[src/rtl/rag_pkg.sv]
package rag_pkg;

  typedef enum logic [2:0] {
    PF_W32 = 3'd0,
    PF_W24 = 3'd1,
    PF_W16 = 3'd2,
    PF_W8  = 3'd3,
    PF_W4  = 3'd4
  } pixFmt_e;

  // strobes from the walk control to the address datapath
  typedef struct packed {
    logic load;     // accept a legal start: capture base and format
    logic advPix;   // step to the next pixel in the same line
    logic advLine;  // step from the last pixel of a line to the next line
  } ragStrobe_t;

endpackage

[src/rtl/rag_datapath.sv]
module rag_datapath
  import rag_pkg::*;
#(
  parameter int ADDR_W = 32,
  parameter int SKIP_W = 16
) (
  input  logic              clk,
  input  logic              rstN,
  input  ragStrobe_t        strb,
  input  logic [2:0]        pixFmt,
  input  logic [ADDR_W-1:0] baseAddr,
  input  logic [SKIP_W-1:0] lineSkip,
  output logic              fmtBad,
  output logic              is4bit,
  output logic [ADDR_W-1:0] addr,
  output logic              nibbleHi
);

  logic [2:0]        sizeC;
  logic [ADDR_W-1:0] skipBytesC;
  logic              misalignC;
  logic              unknownC;

  pixFmt_e           fmtQ;
  logic [2:0]        sizeQ;
  logic [ADDR_W-1:0] skipBytesQ;
  logic [ADDR_W-1:0] curAddr;
  logic              nibQ;

  // decode the live format for the start check and the capture
  always_comb begin
    sizeC      = 3'd0;
    skipBytesC = '0;
    misalignC  = 1'b0;
    unknownC   = 1'b0;
    is4bit     = 1'b0;
    case (pixFmt_e'(pixFmt))
      PF_W32: begin
        sizeC      = 3'd4;
        skipBytesC = ADDR_W'(lineSkip) << 2;
        misalignC  = (baseAddr[1:0] != 2'b00);
      end
      PF_W24: begin
        sizeC      = 3'd3;
        skipBytesC = (ADDR_W'(lineSkip) << 1) + ADDR_W'(lineSkip);
      end
      PF_W16: begin
        sizeC      = 3'd2;
        skipBytesC = ADDR_W'(lineSkip) << 1;
        misalignC  = baseAddr[0];
      end
      PF_W8: begin
        sizeC      = 3'd1;
        skipBytesC = ADDR_W'(lineSkip);
      end
      PF_W4: begin
        is4bit     = 1'b1;
        skipBytesC = ADDR_W'(lineSkip) >> 1;
        misalignC  = lineSkip[0];
      end
      default: unknownC = 1'b1;
    endcase
  end

  assign fmtBad = misalignC | unknownC;

  always_ff @(posedge clk) begin
    if (!rstN) begin
      fmtQ       <= PF_W32;
      sizeQ      <= 3'd0;
      skipBytesQ <= '0;
      curAddr    <= '0;
      nibQ       <= 1'b0;
    end else if (strb.load) begin
      fmtQ       <= pixFmt_e'(pixFmt);
      sizeQ      <= sizeC;
      skipBytesQ <= skipBytesC;
      curAddr    <= baseAddr;
      nibQ       <= 1'b0;
    end else if (strb.advPix) begin
      if (fmtQ == PF_W4) begin
        if (nibQ) curAddr <= curAddr + ADDR_W'(1);
        nibQ <= ~nibQ;
      end else begin
        curAddr <= curAddr + ADDR_W'(sizeQ);
      end
    end else if (strb.advLine) begin
      if (fmtQ == PF_W4) curAddr <= curAddr + ADDR_W'(1) + skipBytesQ;
      else               curAddr <= curAddr + ADDR_W'(sizeQ) + skipBytesQ;
      nibQ <= 1'b0;
    end
  end

  assign addr     = curAddr;
  assign nibbleHi = nibQ;

  // even line width means every 4-bit line ends on a high nibble
  a_r4_line_ends_high: assert property (@(posedge clk) disable iff (!rstN)
    (strb.advLine && fmtQ == PF_W4) |-> nibQ);

  // control never issues two strobes in one cycle
  a_r6_one_strobe: assert property (@(posedge clk) disable iff (!rstN)
    $onehot0({strb.load, strb.advPix, strb.advLine}));

endmodule

[src/rtl/rag_ctrl.sv]
module rag_ctrl
  import rag_pkg::*;
#(
  parameter int PPL_W  = 14,
  parameter int LINE_W = 16
) (
  input  logic              clk,
  input  logic              rstN,
  input  logic              start,
  input  logic [PPL_W-1:0]  pixPerLine,
  input  logic [LINE_W-1:0] numLines,
  input  logic [LINE_W-1:0] wmLine,
  input  logic              is4bit,
  input  logic              fmtBad,
  input  logic              addrReady,
  output ragStrobe_t        strb,
  output logic              busy,
  output logic              cfgErr,
  output logic              lineEnd,
  output logic              wmHit,
  output logic              lastPix
);

  logic              runQ;
  logic              cfgErrQ;
  logic [PPL_W-1:0]  pplQ;
  logic [LINE_W-1:0] nlQ;
  logic [LINE_W-1:0] wmQ;
  logic [PPL_W-1:0]  pixCnt;
  logic [LINE_W-1:0] lineCnt;

  logic accept, startBad, fire, lineEndC, lastC;

  assign startBad = fmtBad || (pixPerLine == '0) || (numLines == '0) ||
                    (is4bit && pixPerLine[0]);
  assign accept   = start && !runQ;
  assign fire     = runQ && addrReady;
  assign lineEndC = runQ && (pixCnt == pplQ - PPL_W'(1));
  assign lastC    = lineEndC && (lineCnt == nlQ - LINE_W'(1));

  always_ff @(posedge clk) begin
    if (!rstN) begin
      runQ    <= 1'b0;
      cfgErrQ <= 1'b0;
      pplQ    <= '0;
      nlQ     <= '0;
      wmQ     <= '0;
      pixCnt  <= '0;
      lineCnt <= '0;
    end else begin
      cfgErrQ <= accept && startBad;
      if (accept && !startBad) begin
        runQ    <= 1'b1;
        pplQ    <= pixPerLine;
        nlQ     <= numLines;
        wmQ     <= wmLine;
        pixCnt  <= '0;
        lineCnt <= '0;
      end else if (fire) begin
        if (lastC) begin
          runQ <= 1'b0;
        end else if (lineEndC) begin
          pixCnt  <= '0;
          lineCnt <= lineCnt + LINE_W'(1);
        end else begin
          pixCnt <= pixCnt + PPL_W'(1);
        end
      end
    end
  end

  always_comb begin
    strb         = '0;
    strb.load    = accept && !startBad;
    strb.advPix  = fire && !lineEndC;
    strb.advLine = fire && lineEndC && !lastC;
  end

  assign busy    = runQ;
  assign cfgErr  = cfgErrQ;
  assign lineEnd = lineEndC;
  assign lastPix = lastC;
  assign wmHit   = lineEndC && (lineCnt == wmQ);

  // the final beat also ends its line
  a_r9_last_is_line_end: assert property (@(posedge clk) disable iff (!rstN)
    lastPix |-> lineEnd);

  // an accepted final beat returns the walker to idle
  a_r9_idle_after_last: assert property (@(posedge clk) disable iff (!rstN)
    (lastPix && addrReady) |=> !busy);

  // a rejected start never leaves the walker running
  a_r10_err_stays_idle: assert property (@(posedge clk) disable iff (!rstN)
    cfgErr |-> !busy);

  // a stalled beat keeps the position counters
  a_r6_stall_holds: assert property (@(posedge clk) disable iff (!rstN)
    (busy && !addrReady) |=> (busy && $stable(pixCnt) && $stable(lineCnt)));

  // the pixel counter stays inside the line
  a_r7_pix_in_line: assert property (@(posedge clk) disable iff (!rstN)
    busy |-> (pixCnt < pplQ));

endmodule

[src/rtl/rect_addr_gen.sv]
module rect_addr_gen
  import rag_pkg::*;
#(
  parameter int ADDR_W = 32,
  parameter int PPL_W  = 14,
  parameter int LINE_W = 16
) (
  input  logic              clk,
  input  logic              rstN,
  input  logic              start,
  input  logic [2:0]        pixFmt,
  input  logic [ADDR_W-1:0] baseAddr,
  input  logic [PPL_W-1:0]  pixPerLine,
  input  logic [LINE_W-1:0] numLines,
  input  logic [LINE_W-1:0] lineSkip,
  input  logic [LINE_W-1:0] wmLine,
  input  logic              addrReady,
  output logic              addrValid,
  output logic [ADDR_W-1:0] addr,
  output logic              nibbleHi,
  output logic              lineEnd,
  output logic              wmHit,
  output logic              lastPix,
  output logic              busy,
  output logic              cfgErr
);

  ragStrobe_t strb;
  logic       fmtBad, is4bit;

  rag_ctrl #(.PPL_W(PPL_W), .LINE_W(LINE_W)) u_ctrl (
    .clk(clk), .rstN(rstN), .start(start),
    .pixPerLine(pixPerLine), .numLines(numLines), .wmLine(wmLine),
    .is4bit(is4bit), .fmtBad(fmtBad), .addrReady(addrReady),
    .strb(strb), .busy(busy), .cfgErr(cfgErr),
    .lineEnd(lineEnd), .wmHit(wmHit), .lastPix(lastPix)
  );

  rag_datapath #(.ADDR_W(ADDR_W), .SKIP_W(LINE_W)) u_dp (
    .clk(clk), .rstN(rstN), .strb(strb), .pixFmt(pixFmt),
    .baseAddr(baseAddr), .lineSkip(lineSkip),
    .fmtBad(fmtBad), .is4bit(is4bit),
    .addr(addr), .nibbleHi(nibbleHi)
  );

  assign addrValid = busy;

endmodule

[config.mk]
export PLATFORM = sky130hd
export DESIGN_NAME = rect_addr_gen
export DESIGN_NICKNAME = d
export VERILOG_FILES = /design/src/rtl/rag_pkg.sv /design/src/rtl/rag_datapath.sv /design/src/rtl/rag_ctrl.sv /design/src/rtl/rect_addr_gen.sv
export SDC_FILE = /design/constraint.sdc
export NUM_CORES = 1
export LEC_CHECK = 0
export BUFFER_PORTS_ARGS = -buffer_cell sky130_fd_sc_hd__buf_2
export CORE_MARGIN = 3
export CORE_UTILIZATION = 55
export CTS_CLUSTER_SIZE = 14
export DETAILED_ROUTE_END_ITERATION = 7
export PLACE_DENSITY = 0.75
export SYNTH_ARGS = -nofsm -noshare
export SYNTH_HDL_FRONTEND = slang
export SYNTH_SLANG_ARGS = --single-unit
[constraint.sdc]
create_clock -name clk -period 12.02 [get_ports clk]
set_input_delay 1.202 -clock clk [delete_from_list [all_inputs] [get_ports clk]]
set_output_delay 1.202 -clock clk [all_outputs]
set_load 0.03 [all_outputs]
==> impl_metrics.csv <==
group,metric,value,unit
synthesis,netlist_area,10200,um2
route,postRouteAntennaNets,0,
cells_and_area,fill_cells,1654,
worst_setup_path,cp-end-kind,"flop",
clock_tree,clockBufferDepth,2,
route,totalWireLength,29700,um
cells_and_area,final_common_cell,"nand2_1",
grt,grt_pass1_wl,48400,um
synthesis,synth.area.top_cells,"dfxtp_1 (27%), nand2_1 (7.0%), a21oi_1 (6.4%), ha_1 (5.2%), xnor2_1 (5.2%)",
pwr,ir_worst_vdd,101,uV
route,routedWlPerCell,17.5,um
synthesis,synth.distinct_cells,79,
route,drt-initial-drc-count,848,
pwr,switching_share,32.0,%
clock_tree,cts_setup_buffers,0,
timing,worst_slack,6.58,ns
pwr,combPwrFrac,20.9,%
clock_tree,clk_pin_slew,0.07,ns
die,row_count,49,
timing,tightestPinTransition,1.13,ns
cells_and_area,fin_area,11500,um2
route,routed_via_density,6.20,
timing,slew_viol_final,0,
timing,hold_ws,0.467,ns
synthesis,synthCells,1373,
pwr,power_frac_seq,37.7,%
clock_tree,cts_resized,0,
synthesis,async_flop_share,0,%
worst_setup_path,crit_type,"reg2reg",
die,pin_count,140,
timing,rsz0062_at_grt,"no",
die,core_area,18100,um2
cells_and_area,seq_area,2700,um2
timing,setup_tns,0,ns
worst_setup_path,required,12.37,ns
grt,grt_pass1_vias,9370,
placement,io_buffers,139,
worst_setup_path,critPathLaunchType,"flop",
worst_setup_path,worstPathMaxFanout,6,
clock_tree,cts_max_level,4,
route,vias,10500,
timing,hold_viol_final,0,
grt,grt-ovfl-total,0,
synthesis,ys_warn_count,0,
clock_tree,cts_tree,"yes",
placement,placed_cell_area,10900,um2
clock_tree,hold_buffers,0,
worst_setup_path,cp-endpoint,"u_dp.addr[20]",
clock_tree,clk_latency,0.44,ns
clock_tree,root_buffer,"clkbuf_16",
synthesis,yosysSeqAreaShare,26.5,%
placement,hpwl,21500,um
run,maxCapViolCount,0,
timing,max_freq,184,MHz
clock_tree,cts_sinks,135,
run_status,status,"finished, final reports clean",
grt,antenna_found_initial,0,
pwr,pwr-share-clk,41.3,%
route,drcViolationCount,0,
min_path,hold_class,"reg2reg",
worst_setup_path,ff2ff_setup_slack,6.58,ns
cells_and_area,instances_no_fill,1696,
timing,setup_violations,0,
synthesis,yosysTopAreaCell,"dfxtp_1",
grt,grt_max_degree,103,
worst_setup_path,r2r-end,"u_dp.addr[20]",
worst_setup_path,cp.arrival,5.78,ns
cells_and_area,antenna_cells,0,
worst_setup_path,cp-startpoint,"u_dp.fmtQ[2]",
timing,finalClockSkew,0.0100,ns
timing,slew_headroom,24.8,%
synthesis,syn_area_per_cell,7.42,um2
placement,dpl.cell_count,1664,
timing,layout_worst_path_cycle_share,45.2,%
pwr,fin_total_pwr,1.31,mW
timing,period_needed,5.44,ns
pwr,p_leak,4.63,nW
worst_setup_path,r2r-start,"u_dp.fmtQ[2]",
cells_and_area,final_cell_mix,"nand2_1 (189), buf_2 (139), dfxtp_1 (135)",
cells_and_area,fin_util,63.5,%
cells_and_area,final_nets,1600,
synthesis,yosys.area.top_type_share,26.5,%
pwr,p_int,0.892,mW
synthesis,ys.flop_type,"dfxtp_1",
synthesis,synth_seq_cells,135,
cells_and_area,multi_input_comb_area,7020,um2
cells_and_area,area_growth,12.9,%
placement,place_ws,6.75,ns
pwr,powerDensity,114,nW/um2
clock_tree,cts-buffers-inserted,17,
die,die_area,20200,um2
die,fp.dieW,142,um
route,firstDrtPassIters,5,
worst_setup_path,reg2reg_depth,20,
die,start_util,56.3,%
synthesis,syn_nets,1519,
grt,grt_util_all_layers,29.1,%
die,die_y,142,um
synthesis,synth-edff-count,0,
cells_and_area,drive_above_1_share,15.0,%
placement,gp_congestion,0.934,
pwr,p_switching,0.420,mW
## state kept, by name, summed over array words and instances (netlist names)
register / count
u_ctrl.busy: 1
u_ctrl.cfgErr: 1
u_ctrl.lineCnt: 16
u_ctrl.nlQ: 16
u_ctrl.pixCnt: 14
u_ctrl.pplQ: 14
u_ctrl.wmQ: 16
u_dp.addr: 32
u_dp.fmtQ: 3
u_dp.nibbleHi: 1
u_dp.sizeQ: 3
u_dp.skipBytesQ: 18
## Yosys cell counts (10+ instances only)
library cell / n
a21oi_1: 130
nor4_1: 17
a31oi_1: 23
and2_1: 11
o21ai_0: 85
nor3_1: 28
ha_1: 42
dfxtp_1: 135
nand2_1: 189
nor2_1: 123
xor2_1: 42
inv_1: 23
and3_1: 22
xnor2_1: 60
nand3_1: 52
clkbuf_1: 72
nand4_1: 23
o21a_1: 10
or3_1: 22
a211oi_1: 20
o211ai_1: 18
a221oi_1: 15
mux2i_1: 14
nand3b_1: 12
## power groups by stage
stage	Clock, mW	Combinational, mW	Sequential [mW]
after floorplan	0	0.188	0.508
after CTS	0.546	0.272	0.494
after global routing	0.569	0.304	0.497
final	0.543	0.275	0.495
after global placement	0	0.268	0.503
after detailed placement	0	0.271	0.504
## final cells by class
class	count	share of cell area, %
Timing Repair Buffer	151	6.84
Clock buffer	18	3.82
Inverter	24	0.784
Sequential cell	135	23.5
Tap cell	229	2.49
Clock inverter	14	1.43
Multi-Input combinational cell	1125	61.1
## worst max-delay path, stage by stage (launching register included)
cell and delay, ns:
dfxtp_1 0.32, nor3b_1 0.46, nor2b_1 0.11, ha_1 0.41
o211ai_1 0.14, nor2_1 0.35, nand3_1 0.26, nor2_1 0.27
nand3_1 0.13, xnor2_1 0.27, ha_1 0.34, a211oi_1 0.31
o21bai_1 0.16, a2111oi_0 0.66, o31ai_1 0.18, buf_4 0.20
nand4_1 0.09, a21oi_1 0.05, a211oi_1 0.28, o21ai_0 0.11
a311oi_1 0.26
## per-layer routing
layer,track usage (%),up-vias,wire length [um]
met2,44.0,384,12900
met5,0,-,0
met1,42.4,4893,14100
met3,5.07,48,2050
li1,-,5182,-
met4,8.59,0,582
## worst min-delay path by stage
stage,startpoint,endpoint,slack [ns],cells after the start
after floorplan,u_dp.fmtQ[2],u_dp.fmtQ[2],0.43,2
after global placement,u_dp.fmtQ[2],u_dp.fmtQ[2],0.45,2
after detailed placement,u_dp.fmtQ[0],u_dp.fmtQ[0],0.45,2
after CTS,u_dp.fmtQ[0],u_dp.fmtQ[0],0.46,2
after global routing,u_ctrl.wmQ[6],u_ctrl.wmQ[6],0.49,2
final,u_dp.fmtQ[0],u_dp.fmtQ[0],0.47,2
## cell families (layout without fill, tap and decap cells)
| family | after synthesis | in the layout | synth area share [%] |
|---|---|---|---|
| AO/OA/AOI/OAI | 394 | 394 | 24.6 |
| XOR/XNOR | 103 | 103 | 8.99 |
| adder cells (fa/ha/maj) | 45 | 45 | 5.75 |
| buffers and inverters | 113 | 207 | 4.53 |
| flip-flops | 135 | 135 | 26.5 |
| multiplexers | 20 | 20 | 2.37 |
| AND/OR/NAND/NOR | 563 | 563 | 27.2 |
No activity file was read; power rests on OpenSTA's default activity.
